<file path="src/rtl/ipi_pkg.sv">
package ipi_pkg;
  localparam logic [11:0] OFF_ID   = 12'h020;
  localparam logic [11:0] OFF_EOI  = 12'h0B0;
  localparam logic [11:0] OFF_SPUR = 12'h0F0;
  localparam logic [11:0] OFF_LOW  = 12'h300;
  localparam logic [11:0] OFF_HIGH = 12'h310;

  // Writable bits of the low command word (status bit 12 excluded)
  localparam logic [31:0] LOW_KEEP = 32'h000CCFFF;
  localparam logic [8:0]  SPUR_RST = 9'h0FF;

  typedef enum logic [2:0] {
    DM_FIXED  = 3'b000,
    DM_LOWPRI = 3'b001,
    DM_SMI    = 3'b010,
    DM_RSV_A  = 3'b011,
    DM_NMI    = 3'b100,
    DM_INIT   = 3'b101,
    DM_START  = 3'b110,
    DM_RSV_B  = 3'b111
  } dmode_e;

  typedef enum logic [1:0] {
    SH_FIELD   = 2'b00,
    SH_SELF    = 2'b01,
    SH_ALL     = 2'b10,
    SH_OTHERS  = 2'b11
  } shorthand_e;

  // Strobes from control to datapath
  typedef struct packed {
    logic wrId;
    logic wrSpur;
    logic wrHigh;
    logic wrLow;
    logic launch;
  } ctrl_s;

  function automatic logic modeReserved(input logic [2:0] m);
    return (m == DM_RSV_A) || (m == DM_RSV_B);
  endfunction
endpackage

</file>
<file path="src/rtl/ipi_ctrl.sv">
module ipi_ctrl
  import ipi_pkg::*;
#(
  parameter int ADDR_W = 12
) (
  input  logic              clk,
  input  logic              rstN,
  input  logic              busWrEn,
  input  logic [ADDR_W-1:0] busAddr,
  input  logic [2:0]        cmdMode,
  input  logic              cmdLogical,
  input  logic              unitEnable,
  input  logic              msgReady,
  output ctrl_s             strobes,
  output logic              pending,
  output logic              eoiStrobe
);
  localparam logic [ADDR_W-1:0] A_ID   = ADDR_W'(OFF_ID);
  localparam logic [ADDR_W-1:0] A_EOI  = ADDR_W'(OFF_EOI);
  localparam logic [ADDR_W-1:0] A_SPUR = ADDR_W'(OFF_SPUR);
  localparam logic [ADDR_W-1:0] A_LOW  = ADDR_W'(OFF_LOW);
  localparam logic [ADDR_W-1:0] A_HIGH = ADDR_W'(OFF_HIGH);

  logic sendable;

  always_comb begin
    sendable        = unitEnable && !cmdLogical && !modeReserved(cmdMode);
    strobes.wrId    = busWrEn && (busAddr == A_ID);
    strobes.wrSpur  = busWrEn && (busAddr == A_SPUR);
    strobes.wrHigh  = busWrEn && (busAddr == A_HIGH);
    strobes.wrLow   = busWrEn && (busAddr == A_LOW) && !pending;
    strobes.launch  = strobes.wrLow && sendable;
  end

  always_ff @(posedge clk) begin
    if (!rstN) begin
      pending   <= 1'b0;
      eoiStrobe <= 1'b0;
    end else begin
      eoiStrobe <= busWrEn && (busAddr == A_EOI);
      if (strobes.launch)
        pending <= 1'b1;
      else if (pending && msgReady)
        pending <= 1'b0;
    end
  end
endmodule

</file>
<file path="src/rtl/ipi_regs.sv">
module ipi_regs
  import ipi_pkg::*;
#(
  parameter int NUM_CPU = 8,
  parameter int ADDR_W  = 12
) (
  input  logic               clk,
  input  logic               rstN,
  input  ctrl_s              strobes,
  input  logic               pending,
  input  logic [ADDR_W-1:0]  busAddr,
  input  logic [31:0]        busWrData,
  output logic [31:0]        busRdData,
  output logic               unitEnable,
  output logic [NUM_CPU-1:0] msgTargets,
  output logic [7:0]         msgVector,
  output logic [2:0]         msgMode,
  output logic               msgLevel,
  output logic               msgTrigger
);
  localparam logic [ADDR_W-1:0] A_ID   = ADDR_W'(OFF_ID);
  localparam logic [ADDR_W-1:0] A_SPUR = ADDR_W'(OFF_SPUR);
  localparam logic [ADDR_W-1:0] A_LOW  = ADDR_W'(OFF_LOW);
  localparam logic [ADDR_W-1:0] A_HIGH = ADDR_W'(OFF_HIGH);

  logic [7:0]         selfId;
  logic [7:0]         destId;
  logic [8:0]         spurReg;
  logic [31:0]        lowReg;
  logic [NUM_CPU-1:0] newMask;
  shorthand_e         shSel;

  assign unitEnable = spurReg[8];
  assign shSel      = shorthand_e'(busWrData[19:18]);

  // Target mask expansion, one bit per processor
  for (genvar i = 0; i < NUM_CPU; i++) begin : g_mask
    logic isSelf;
    logic isDest;
    assign isSelf = (selfId == 8'(i));
    assign isDest = (destId == 8'(i));
    always_comb begin
      unique case (shSel)
        SH_FIELD:  newMask[i] = isDest;
        SH_SELF:   newMask[i] = isSelf;
        SH_ALL:    newMask[i] = 1'b1;
        SH_OTHERS: newMask[i] = !isSelf;
      endcase
    end
  end

  always_ff @(posedge clk) begin
    if (!rstN) begin
      selfId     <= '0;
      destId     <= '0;
      spurReg    <= SPUR_RST;
      lowReg     <= '0;
      msgTargets <= '0;
      msgVector  <= '0;
      msgMode    <= '0;
      msgLevel   <= 1'b0;
      msgTrigger <= 1'b0;
    end else begin
      if (strobes.wrId)   selfId  <= busWrData[31:24];
      if (strobes.wrHigh) destId  <= busWrData[31:24];
      if (strobes.wrSpur) spurReg <= busWrData[8:0];
      if (strobes.wrLow)  lowReg  <= busWrData & LOW_KEEP;
      if (strobes.launch) begin
        msgTargets <= newMask;
        msgVector  <= busWrData[7:0];
        msgMode    <= busWrData[10:8];
        msgLevel   <= busWrData[14];
        msgTrigger <= busWrData[15];
      end
    end
  end

  always_comb begin
    busRdData = '0;
    if (busAddr == A_ID)        busRdData = {selfId, 24'h0};
    else if (busAddr == A_SPUR) busRdData = {23'h0, spurReg};
    else if (busAddr == A_HIGH) busRdData = {destId, 24'h0};
    else if (busAddr == A_LOW)  busRdData = lowReg | {19'h0, pending, 12'h0};
  end
endmodule

</file>
<file path="src/rtl/ipi_cmd_unit.sv">
module ipi_cmd_unit
  import ipi_pkg::*;
#(
  parameter int NUM_CPU = 8,
  parameter int ADDR_W  = 12
) (
  input  logic               clk,
  input  logic               rstN,
  input  logic               busWrEn,
  input  logic [ADDR_W-1:0]  busAddr,
  input  logic [31:0]        busWrData,
  output logic [31:0]        busRdData,
  output logic               eoiStrobe,
  output logic               msgValid,
  input  logic               msgReady,
  output logic [NUM_CPU-1:0] msgTargets,
  output logic [7:0]         msgVector,
  output logic [2:0]         msgMode,
  output logic               msgLevel,
  output logic               msgTrigger
);
  ctrl_s strobes;
  logic  pending;
  logic  unitEnable;

  assign msgValid = pending;

  ipi_ctrl #(.ADDR_W(ADDR_W)) u_ctrl (
    .clk        (clk),
    .rstN       (rstN),
    .busWrEn    (busWrEn),
    .busAddr    (busAddr),
    .cmdMode    (busWrData[10:8]),
    .cmdLogical (busWrData[11]),
    .unitEnable (unitEnable),
    .msgReady   (msgReady),
    .strobes    (strobes),
    .pending    (pending),
    .eoiStrobe  (eoiStrobe)
  );

  ipi_regs #(.NUM_CPU(NUM_CPU), .ADDR_W(ADDR_W)) u_regs (
    .clk        (clk),
    .rstN       (rstN),
    .strobes    (strobes),
    .pending    (pending),
    .busAddr    (busAddr),
    .busWrData  (busWrData),
    .busRdData  (busRdData),
    .unitEnable (unitEnable),
    .msgTargets (msgTargets),
    .msgVector  (msgVector),
    .msgMode    (msgMode),
    .msgLevel   (msgLevel),
    .msgTrigger (msgTrigger)
  );
endmodule

</file>
<file path="config.mk">
export PLATFORM = sky130hd
export DESIGN_NAME = ipi_cmd_unit
export DESIGN_NICKNAME = d
export VERILOG_FILES = /design/src/rtl/ipi_pkg.sv /design/src/rtl/ipi_ctrl.sv /design/src/rtl/ipi_regs.sv /design/src/rtl/ipi_cmd_unit.sv
export SDC_FILE = /design/constraint.sdc
export NUM_CORES = 1
export LEC_CHECK = 0
export BUFFER_PORTS_ARGS = -buffer_cell sky130_fd_sc_hd__buf_2
export CAP_MARGIN = 0
export CORE_ASPECT_RATIO = 0.9
export CORE_UTILIZATION = 25
export DETAILED_ROUTE_END_ITERATION = 10
export GPL_ROUTABILITY_DRIVEN = 0
export PLACE_DENSITY = 0.44
export RECOVER_POWER = 50
export SLEW_MARGIN = 25
export SYNTH_ARGS = -nofsm -noshare
export SYNTH_HDL_FRONTEND = slang
export SYNTH_SLANG_ARGS = --single-unit
export TNS_END_PERCENT = 30
</file>
<file path="constraint.sdc">
create_clock -name clk -period 2.14 [get_ports clk]
set_input_delay 0.428 -clock clk [delete_from_list [all_inputs] [get_ports clk]]
set_output_delay 0.428 -clock clk [all_outputs]
set_load 0.005 [all_outputs]
</file>
Word-level counts from Yosys, hierarchy flattened
Index checks and enable logic that the tools add are counted.
{ "word_totals": {"out_inout_bits": 55, "word_cells": 76, "in_bits": 48, "reg_bits": 64} }
{ "classes": {"n_reduce_logical": 26, "mux": 14, "bitwise_logic": 1, "eq_ne": 24} }
{ "op_table": {"columns": ["cell", "count"], "rows": [
  ["two-way mux 32 bit", 4],
  ["== test 8 x 3 -> 1 bit (second input constant)", 8],
  ["== test 8 x 2 -> 1 bit (second input constant)", 4],
  ["case mux 1 bit (4 select lines)", 8],
  ["== test 12 x 10 -> 1 bit (second input constant)", 2],
  ["== test 12 x 8 -> 1 bit (second input constant)", 2],
  ["OR 20 x 13 -> 20 bit", 1],
  ["== test 8 x 1 -> 1 bit (second input constant)", 2],
  ["zero test 8 bit", 2],
  ["== test 12 x 6 -> 1 bit (second input constant)", 1],
  ["zero test 1 bit", 11],
  ["logical AND 1 bit", 10],
  ["== test 2 bit (second input constant)", 2],
  ["== test 3 x 2 -> 1 bit (second input constant)", 1],
  ["== test 3 bit (second input constant)", 1],
  ["== test 2 x 1 -> 1 bit (second input constant)", 1],
  ["zero test 2 bit", 1],
  ["two-way mux 1 bit", 2],
  ["nonzero test 2 bit", 1],
  ["logical OR 1 bit", 1]
]} }

Logic depth before layout (Yosys ltp)
Gate-level depths: netlist of run 1.
{ "logic_depth": {"word_depth": 6, "mapped_depth": 6, "mapped_depth_nobuf": 4} }

Cells and area by module
From an unflattened synthesis of run 1, not the netlist that was laid out.
{ "unflattened": {"hier_cells": 312, "hier_area_um2": 3075.4} }
{ "modules_own_cells": {"columns": ["mod", "area_per_inst_um2", "seq_area_each_um2", "n_inst", "cells_per_inst"], "rows": [
  ["ipi_regs", 2871.5, 1241.2, 1, 286],
  ["ipi_ctrl", 203.9, 40.0, 1, 26]
]} }

Least setup slack after synthesis of run 1
No wires, ideal clock.
{ "synth_path": {"path_kind": "input port to output port", "from": "in busAddr[1]", "to": "out busRdData[7]", "arrival_ns": 1.627, "path_stages": 5, "slack_ns": 0.085, "required_ns": 1.712, "cell_sequence": "nor4_4 nand3_1 nor2_1 clkbuf_1 a22o_1"} }
{ "synth_between": {"elab_chain_len": 5, "elab_cells_between_ends": 8, "cone_classes": "eq/ne (4); mux (4)"} }
{ "synth_lines": {"columns": ["item", "line", "source"], "rows": [
  ["start, declared", "ipi_cmd_unit.sv:10", "input logic [ADDR_W-1:0] busAddr,"],
  ["== test 12 x 10 -> 1 bit", "ipi_regs.sv:83", "else if (busAddr == A_LOW) busRdData = lowReg | {19'h0, pending, 12'h0};"],
  ["two-way mux 32 bit", "ipi_regs.sv:83", null],
  ["two-way mux 32 bit", "ipi_regs.sv:82", "else if (busAddr == A_HIGH) busRdData = {destId, 24'h0};"],
  ["two-way mux 32 bit", "ipi_regs.sv:81", "else if (busAddr == A_SPUR) busRdData = {23'h0, spurReg};"],
  ["two-way mux 32 bit *", "ipi_regs.sv:80", "if (busAddr == A_ID) busRdData = {selfId, 24'h0};"],
  ["end, declared", "ipi_cmd_unit.sv:12", "output logic [31:0] busRdData,"]
]} }
Every way passes the cells marked *; elsewhere a longest branch is shown, timed or not.

Worst setup path after layout of run 1
{ "layout_path": {"from": "in busAddr[2]", "to": "out busRdData[24]"} }
{ "layout_between": {"elab_chain_len": 4, "elab_cells_between_ends": 6, "cone_classes": "eq/ne (3); mux (3)"} }
{ "layout_lines": {"columns": ["item", "line"], "rows": [
  ["== test 12 x 10 -> 1 bit", "ipi_regs.sv:82"],
  ["two-way mux 32 bit", "ipi_regs.sv:82"],
  ["two-way mux 32 bit", "ipi_regs.sv:81"],
  ["two-way mux 32 bit *", "ipi_regs.sv:80"]
]} }
Marks and branches as above.

==> run summary, run 1 <==
The number of different library cells used by synthesis comes to 44. After clock tree synthesis, the clock-pin slew on the worst setup and hold paths is roughly 50 ps. The aggregate negative setup slack came out at 0 ps. The total clock buffers created by CTS is 9. Setup violations remaining at the end of the flow were counted as 0. The count of nets left with antenna violations after detail routing came out at 0.

The setup slack at placement is ~35 ps. The parity-gate share of the synthesized area counting xor and xnor cells came out at 0. The total grt overflow came out at 0. The via count of the first global-routing pass came out at about 2800. The initial antenna violation count is 1. The met2 demand-to-capacity share in global routing came out at 0.225. The H-tree generated during clock tree synthesis spans 3 levels. The global-route wire length before repair is 14900 um. In this run the worst setup path terminates at busRdData[24]. The core footprint came out at 0.0121 mm^2. The hold violation count in the final report came out at 0. The number of port buffers is 87. The largest single stage delay on the critical path is ~310 ps. The overall die height is between 100 and 150 um. The critical-path cell with the highest stage delay is sky130_fd_sc_hd__nor4_4.

Along the worst path, the maximum fanout reaches 8. Setup repair after global routing could not meet its margin everywhere. The ratio of final minimum period to clock period is 0.998. For this run, the leading register cell type out of synthesis is sky130_fd_sc_hd__dfxtp_1. The final clock skew is between 4 and 5 ps.

The root buffer cell chosen for the clock tree is sky130_fd_sc_hd__clkbuf_16. The post-synthesis compound-gate area fraction is 0.184. The gate count after technology mapping came out at approximately 350. Setup slack on the worst reg-to-reg path comes out at a little under 300 ps. In this run the worst setup path begins at busAddr[2]. For the worst setup path, the data arrival time is roughly 1700 ps. The die is around 120 um wide.

The aggregate global-route resource usage is 0.151. The run finished with clean final reports. The number of max-slew violations in the final report is 0. The type of the worst setup path is in2out. The initialized floorplan defines 38 standard-cell rows. The max-capacitance violation count came out at 0. The cell depth of the worst flop-to-flop path came out at 4.

The number of synthesized flops with an enable pin came out at 0. The critical path goes through buf_6 > nor4_4 > nand4_1 > buf_4 > nor2_4 > buf_6 > a22o_1 > buf_2. The number of clock sinks is between 60 and 70.

The area of the mapped netlist is roughly 0.0031 mm^2. A synthesized cell averages approximately 8.8 um^2. Dividing the detail-routed via count by the number of cells gives between 4 and 5. The first-pass iteration count of the detailed router is 4. In the post-route analysis, the smallest setup slack over all paths is 3.91 ps.

Counting flops with an async set or reset pin after synthesis yields a share of 0. The aggregate routed wire length came out at approximately 9500 um. The type of destination of the critical path is an output port. The via count of the routed design came out at ~3000. Across the VDD grid, the largest voltage drop is ~0.00031 V. In this run the critical register-to-register path is captured at u_regs.msgTargets[0]$_SDFFE_PN0P_.

The clock passes through at most 2 buffers. For this run, the number of Yosys warnings is 0. The routing usage on met1 is 0.207. The full die area is roughly 0.013 mm^2. The total leakage power came out at 0.00189 uW.

The register area share after synthesis is 0.414. The number of DRC markers after the initial detailed-route iteration came out at 128. The share of power burned in combinational logic came out at 0.051.

The filler cell count in the final layout came out at roughly 1300. The wire length per cell after detailed routing came out at roughly 16 um. The finished layout holds 610 standard cells, fillers aside. The minimum clock period is ~2100 ps. The sequential share of power came out at 0.457. The area added between synthesis and finish came out at 31.4%. The internal power is between 2000 and 2500 uW.

The launching point of the worst reg2reg path is u_regs.destId[3]$_SDFFE_PN0P_. The number of register bits inferred by synthesis is 64. The areal power density over the cells is 642 mW/mm^2.

For the pin with the worst max-slew slack, the measured transition is around 520 ps. Entering global routing, the biggest net connects 38 pins. The count of boundary I/O pins is a little over 100.

The worst hold path begins at busWrData[2]. The share of post-route cells with drive strength above 1 is 0.281. The power dissipated by switching net loads came out at 592 uW.

The number of placed cells counting well taps is 592. The relative contribution of the clock network to total power came out at 0.492. The net count reported at finish came out at approximately 500. Clock latency on the worst-skew pair, taken at its later pin, is between 300 and 400 ps.

The adder and majority gate portion of the synthesized area is 0. The number of design rule violations left after detail routing came out at 0. After synthesis, the largest family of logic cells by area is simple AND/OR/NAND/NOR gates.

The worst setup path is launched from an input pin. The share of total power consumed by net switching is 0.227. Buffers inserted to repair hold after CTS numbered 0. Once detailed placement completed, the half-perimeter wirelength came to between 6000 and 7000 um. The total power came out at between 2000 and 3000 uW. The basic-gate share of the synthesized area counting and, or, nand and nor cells came out at 0.254. The headroom to the max-slew limit is 0.650. TritonCTS built the clock tree.

The met3 usage in global routing came out at 0.0222. In this design, the critical path's most frequently occurring cell is sky130_fd_sc_hd__buf_6. The starting density of the core came out at 0.256. Derived from the worst setup path, the maximum achievable clock frequency is 468 MHz.

The portion of synthesized area spent on multiplexers is 0.0809. At the worst endpoint, the required time is about 1700 ps. The tightest min-delay check is of the in2reg type. met2 is the most crowded layer.
sequential cells by signal, summed over array words and instances, names as in the netlist:
register	count
u_regs.msgVector	8
u_regs.lowReg	16
u_regs.spurReg	9
u_regs.msgTrigger	1
u_ctrl.eoiStrobe	1
u_regs.destId	8
u_regs.msgLevel	1
u_regs.msgTargets	8
u_regs.selfId	8
u_regs.msgMode	3
u_ctrl.pending	1
power groups by stage:
stage               Clock, uW  Combinational [uW]  Sequential [uW]
global route             1360                 146             1190
floorplan                   0                63.9             1220
finish                   1280                 132             1190
global placement            0                 129             1220
detailed placement          0                 129             1220
CTS                      1320                 130             1190
layout by cell type, fill, tap and decap left out, drive strengths merged, types with 3 or more instances in the layout:
cell	n
o21ai	13
o211a	8
and4	10
or3	7
buf	105
conb	7
clkinv	3
a22o	17
nor2	14
o2111ai	8
nand2	59
nand3	14
or4	4
a31oi	8
mux2i	25
and2	8
a21oi	29
clkbuf	16
nand4	4
and3b	3
nor2b	3
nor3b	3
dfxtp	64
synth_stat cells (all sizes together) (10+ instances only):
cell / count / share of area
and4: 10 / 0.029
mux2i: 25 / 0.081
a22o: 17 / 0.049
nor2: 14 / 0.017
nand3: 14 / 0.023
nand2: 59 / 0.072
buf: 14 / 0.032
dfxtp: 64 / 0.41
clkbuf: 19 / 0.029
o21ai: 13 / 0.021
a21oi: 29 / 0.047
worst min path at each step:
stage                                                 to  slack, ps  depth (start not counted)
after floorplan           u_regs.lowReg[10]$_SDFFE_PN0P_        430                          2
after detailed placement  u_regs.lowReg[14]$_SDFFE_PN0P_        440                          2
after global routing       u_regs.selfId[6]$_SDFFE_PN0P_        350                          3
after global placement    u_regs.lowReg[14]$_SDFFE_PN0P_        430                          2
after CTS                 u_regs.spurReg[2]$_SDFFE_PN1P_        330                          3
final                     u_regs.spurReg[2]$_SDFFE_PN1P_        340                          3
layer usage:
metal	routed length [um]	vias up
met1	4850	1417
li1	-	1462
met2	4000	81
met4	247	0
met5	0	-
met3	365	16
what timing repair did:
action                                  CTS  global route
endpoints found under the setup margin    0            24
gates resized for setup                   0             9
buffers inserted                          0             1
through the flow:
step           hold WS [ps]   util  instance area [um^2]
3_5_place_dp            440  0.312                  3770
5_1_grt                 351  0.336                  4060
3_3_place_gp            434  0.312                  3770
2_1_floorplan           427      -                  3110
6_report                343  0.336                  4060
4_1_cts                 331  0.333                  4030
cell type report:
cell class	count	area, um^2	area share
Tap cell	160	200	0.0493
Clock inverter	4	22.5	0.00555
Antenna cell	1	2.50	0.000616
Clock buffer	11	233	0.0573
Sequential cell	64	1280	0.315
Inverter	1	3.75	0.000924
Timing Repair Buffer	110	679	0.167
Multi-Input combinational cell	259	1640	0.404
critical path, delay by kind of cell:
family | cells | cell delay, ps
and+or+nand+nor | 3 | 590
buffers and inverters | 4 | 540
AOI/OAI and AO/OA | 1 | 150
cells by family after synthesis:
logic type / count (synthesis)
flip-flops: 64
buffers and inverters: 35
AND/OR/NAND/NOR: 143
AO/OA/AOI/OAI: 84
multiplexers: 25
other: 1
Note: power is estimated with default switching activity, not from simulation.
==> inputs of run 2 (changes only) <==
--- a/config.mk
+++ b/config.mk
@@ -8,11 +8,12 @@
 export BUFFER_PORTS_ARGS = -buffer_cell sky130_fd_sc_hd__buf_2
 export CAP_MARGIN = 0
 export CORE_ASPECT_RATIO = 0.9
-export CORE_UTILIZATION = 25
+export CORE_UTILIZATION = 40
 export DETAILED_ROUTE_END_ITERATION = 10
 export GPL_ROUTABILITY_DRIVEN = 0
-export PLACE_DENSITY = 0.44
+export PLACE_DENSITY = 0.65
 export RECOVER_POWER = 50
+export SETUP_SLACK_MARGIN = 0.1
 export SLEW_MARGIN = 25
 export SYNTH_ARGS = -nofsm -noshare
 export SYNTH_HDL_FRONTEND = slang
==> run 2 against run 1 <==
Against the previous run:
- via count shrank 1.2%
- core utilization increased by 17 points
- wire length fell by 13%
- clock skew shrank 0.92 ps
- sequential power barely moved
==> run summary, run 2 (same netlist as run 1, synthesis figures left out) <==
The aggregate negative setup slack came out at 0 ps. The global-route wire length before repair came out at around 13000 um. The worst setup path is captured at an output port. The final setup violation count is 0. The met2 demand-to-capacity share in global routing came out at 0.296. The number of rows created at floorplan came out at 30. The worst-skew pair later-pin latency came out at 330 ps. The run finished with clean final reports.

The first detailed-routing pass ran for 4 iterations. The final clock skew is about 3.4 ps. The number of flip-flops under the largest register name came out at 16.

The starting density of the core came out at 0.412. The total grt overflow is 0. The final layout contains slightly below 500 nets. The initial antenna violation count was 0. The layer flagged by global routing as most heavily used is met1. Detailed placement ended at an HPWL of 5530 um. STA classifies the critical path startpoint as an input pin.

The areal power density over the cells came out at just under 600 mW/mm^2. The number of design rule violations left after detail routing is 0. Leaving out fill and tap cells, the most frequent cell in the layout is sky130_fd_sc_hd__buf_2. The worst-case IR drop observed on VDD is roughly 0.00025 V. The average vias per placed instance came out at roughly 5.4. The maximum number of pins on one net before global-route repair came out at 38. The total leakage power is 0.00181 uW.

Once detail routing completed, the nets flagged for antenna violations numbered 0. The met3 usage in global routing came out at 0.0305. The clock tree synthesis step divided the H-tree into 3 levels. The total clock buffers created by CTS came out at 9. The area added between synthesis and finish is 23.7%. The register name with the most flops is u_regs.lowReg. The routing usage on met1 came out at 0.316. The max-capacitance violation count came out at 0. The minimum clock period is roughly 2100 ps. 103 I/O pins were placed. The headroom to the max-slew limit is 0.493. The overall die height came out at between 80 and 90 um. The aggregate routed wire length is 8210 um. The core footprint is between 0.007 and 0.008 mm^2. The type of the worst setup path is in2out. After layout, the design draws a total of around 2200 uW. The clock tree from TritonCTS is built. The final worst setup slack came out at 37.5 ps. After detailed placement, the design holds a cell count of ~530. Prior to clock tree synthesis, the placed netlist has a worst setup slack of -11.9 ps. After clock tree synthesis, the clock-pin slew on the worst setup and hold paths is ~70 ps. The via count of the routed design came out at between 2000 and 3000. The top cell types in the final layout, fill and taps aside, are 75 x sky130_fd_sc_hd__buf_2, 64 x sky130_fd_sc_hd__dfxtp_1, 59 x sky130_fd_sc_hd__nand2_1, 29 x sky130_fd_sc_hd__a21oi_1, 25 x sky130_fd_sc_hd__mux2i_1. The aggregate global-route resource usage is 0.209. The largest registers in the layout are u_regs.lowReg: 16 flops, u_regs.spurReg: 9 flops. The tightest min-delay check is of the in2reg type. The repair_antennas step left the layout with diodes totalling 0. The via count of the first global-routing pass is 2552. The maximum operating frequency is 476 MHz.

The number of max-slew violations in the final report is 0. In the finished design, the share of the clock period the worst path needs comes to 0.982. The number of clock sinks came out at 64. Setup repair after global routing could not meet its margin everywhere. The longest clock path from root to sink contains 2 buffers. Of the cells placed in the final design, the portion with a size suffix greater than 1 is 0.268.

The non-filler instance count after layout is between 500 and 600. The hold violation count in the final report is 0. The wire length per cell after detailed routing came out at roughly 15 um. The slew at the pin closest to its max-slew limit is ~760 ps.

At the worst endpoint, the required time is about 1700 ps. Hold timing on the final database bottoms out at a slack of between 300 and 400 ps. CTS placed an instance of sky130_fd_sc_hd__clkbuf_8 at the clock tree root. In this run, the number of DRC markers left after iteration 0 of detailed routing was approximately 160. The number of port buffers is just under 90.

The top fanout value on the critical path came out at 17. The worst path arrival time came out at 1670 ps. The width of the die is 94.7 um. The full die area is 0.00809 mm^2.
## run 2: cell types whose count changed in the layout (fill, tap and decap cells not counted), sizes merged
cell      delta
buf         -11
clkbuf      +10
clkinv       +1
clkinvlp     -1
diode        -1
## run 2: area by class of cell
cell class,count,area [um^2]
tap,96,120
sequential,64,1280
clock buffer,11,151
inverter,1,3.75
fill,758,3680
multi-input combinational,259,1640
timing repair buffer,109,611
clock inverter,4,20.0
## run 2: stage by stage
step                utilization  area (um^2)
floorplan                     -         3120
global placement          0.486         3650
detailed placement        0.486         3650
CTS                       0.511         3830
global route              0.509         3820
finish                    0.509         3820
## run 2: path summary, 6_finish.rpt
check | start | endpoint | slack (ps) | cells past startpoint
min | busAddr[6] | u_ctrl.eoiStrobe$_SDFF_PN0_ | 330 | 2
max reg2reg | u_regs.destId[3]$_SDFFE_PN0P_ | u_regs.msgTargets[0]$_SDFFE_PN0P_ | 280 | 4
min reg2reg | u_regs.lowReg[11]$_SDFFE_PN0P_ | u_regs.lowReg[11]$_SDFFE_PN0P_ | 450 | 2
max | busAddr[1] | busRdData[7] | 40 | 8
## run 2: worst max-delay path: stages
cell,delay (ps)
sky130_fd_sc_hd__buf_6,90
sky130_fd_sc_hd__nor4_4,320
sky130_fd_sc_hd__buf_4,170
sky130_fd_sc_hd__nand3_1,80
sky130_fd_sc_hd__nor2_2,150
sky130_fd_sc_hd__buf_12,160
sky130_fd_sc_hd__a22o_1,150
sky130_fd_sc_hd__buf_2,120
## run 2: per-layer routing
| layer | vias up | share of wire |
|---|---|---|
| li1 | 1452 | - |
| met1 | 1397 | 0.49 |
| met2 | 80 | 0.45 |
| met3 | 11 | 0.051 |
| met4 | 0 | 0.011 |
| met5 | - | 0 |
## run 2: timing repair
action,in CTS,in global routing
setup buffers,2,0
hold buffers,0,0
endpoints found under the setup margin,18,25
gates resized for setup,0,4
pin swaps,2,11
## run 2: power breakdown
part           total (uW)  switching, uW  leakage [uW]  internal (uW)
clock                 926            457     0.0000947            469
combinational         124           73.3       0.00120           50.7
sequential           1190         0.0610      0.000516           1190
total                2240            530       0.00181           1710
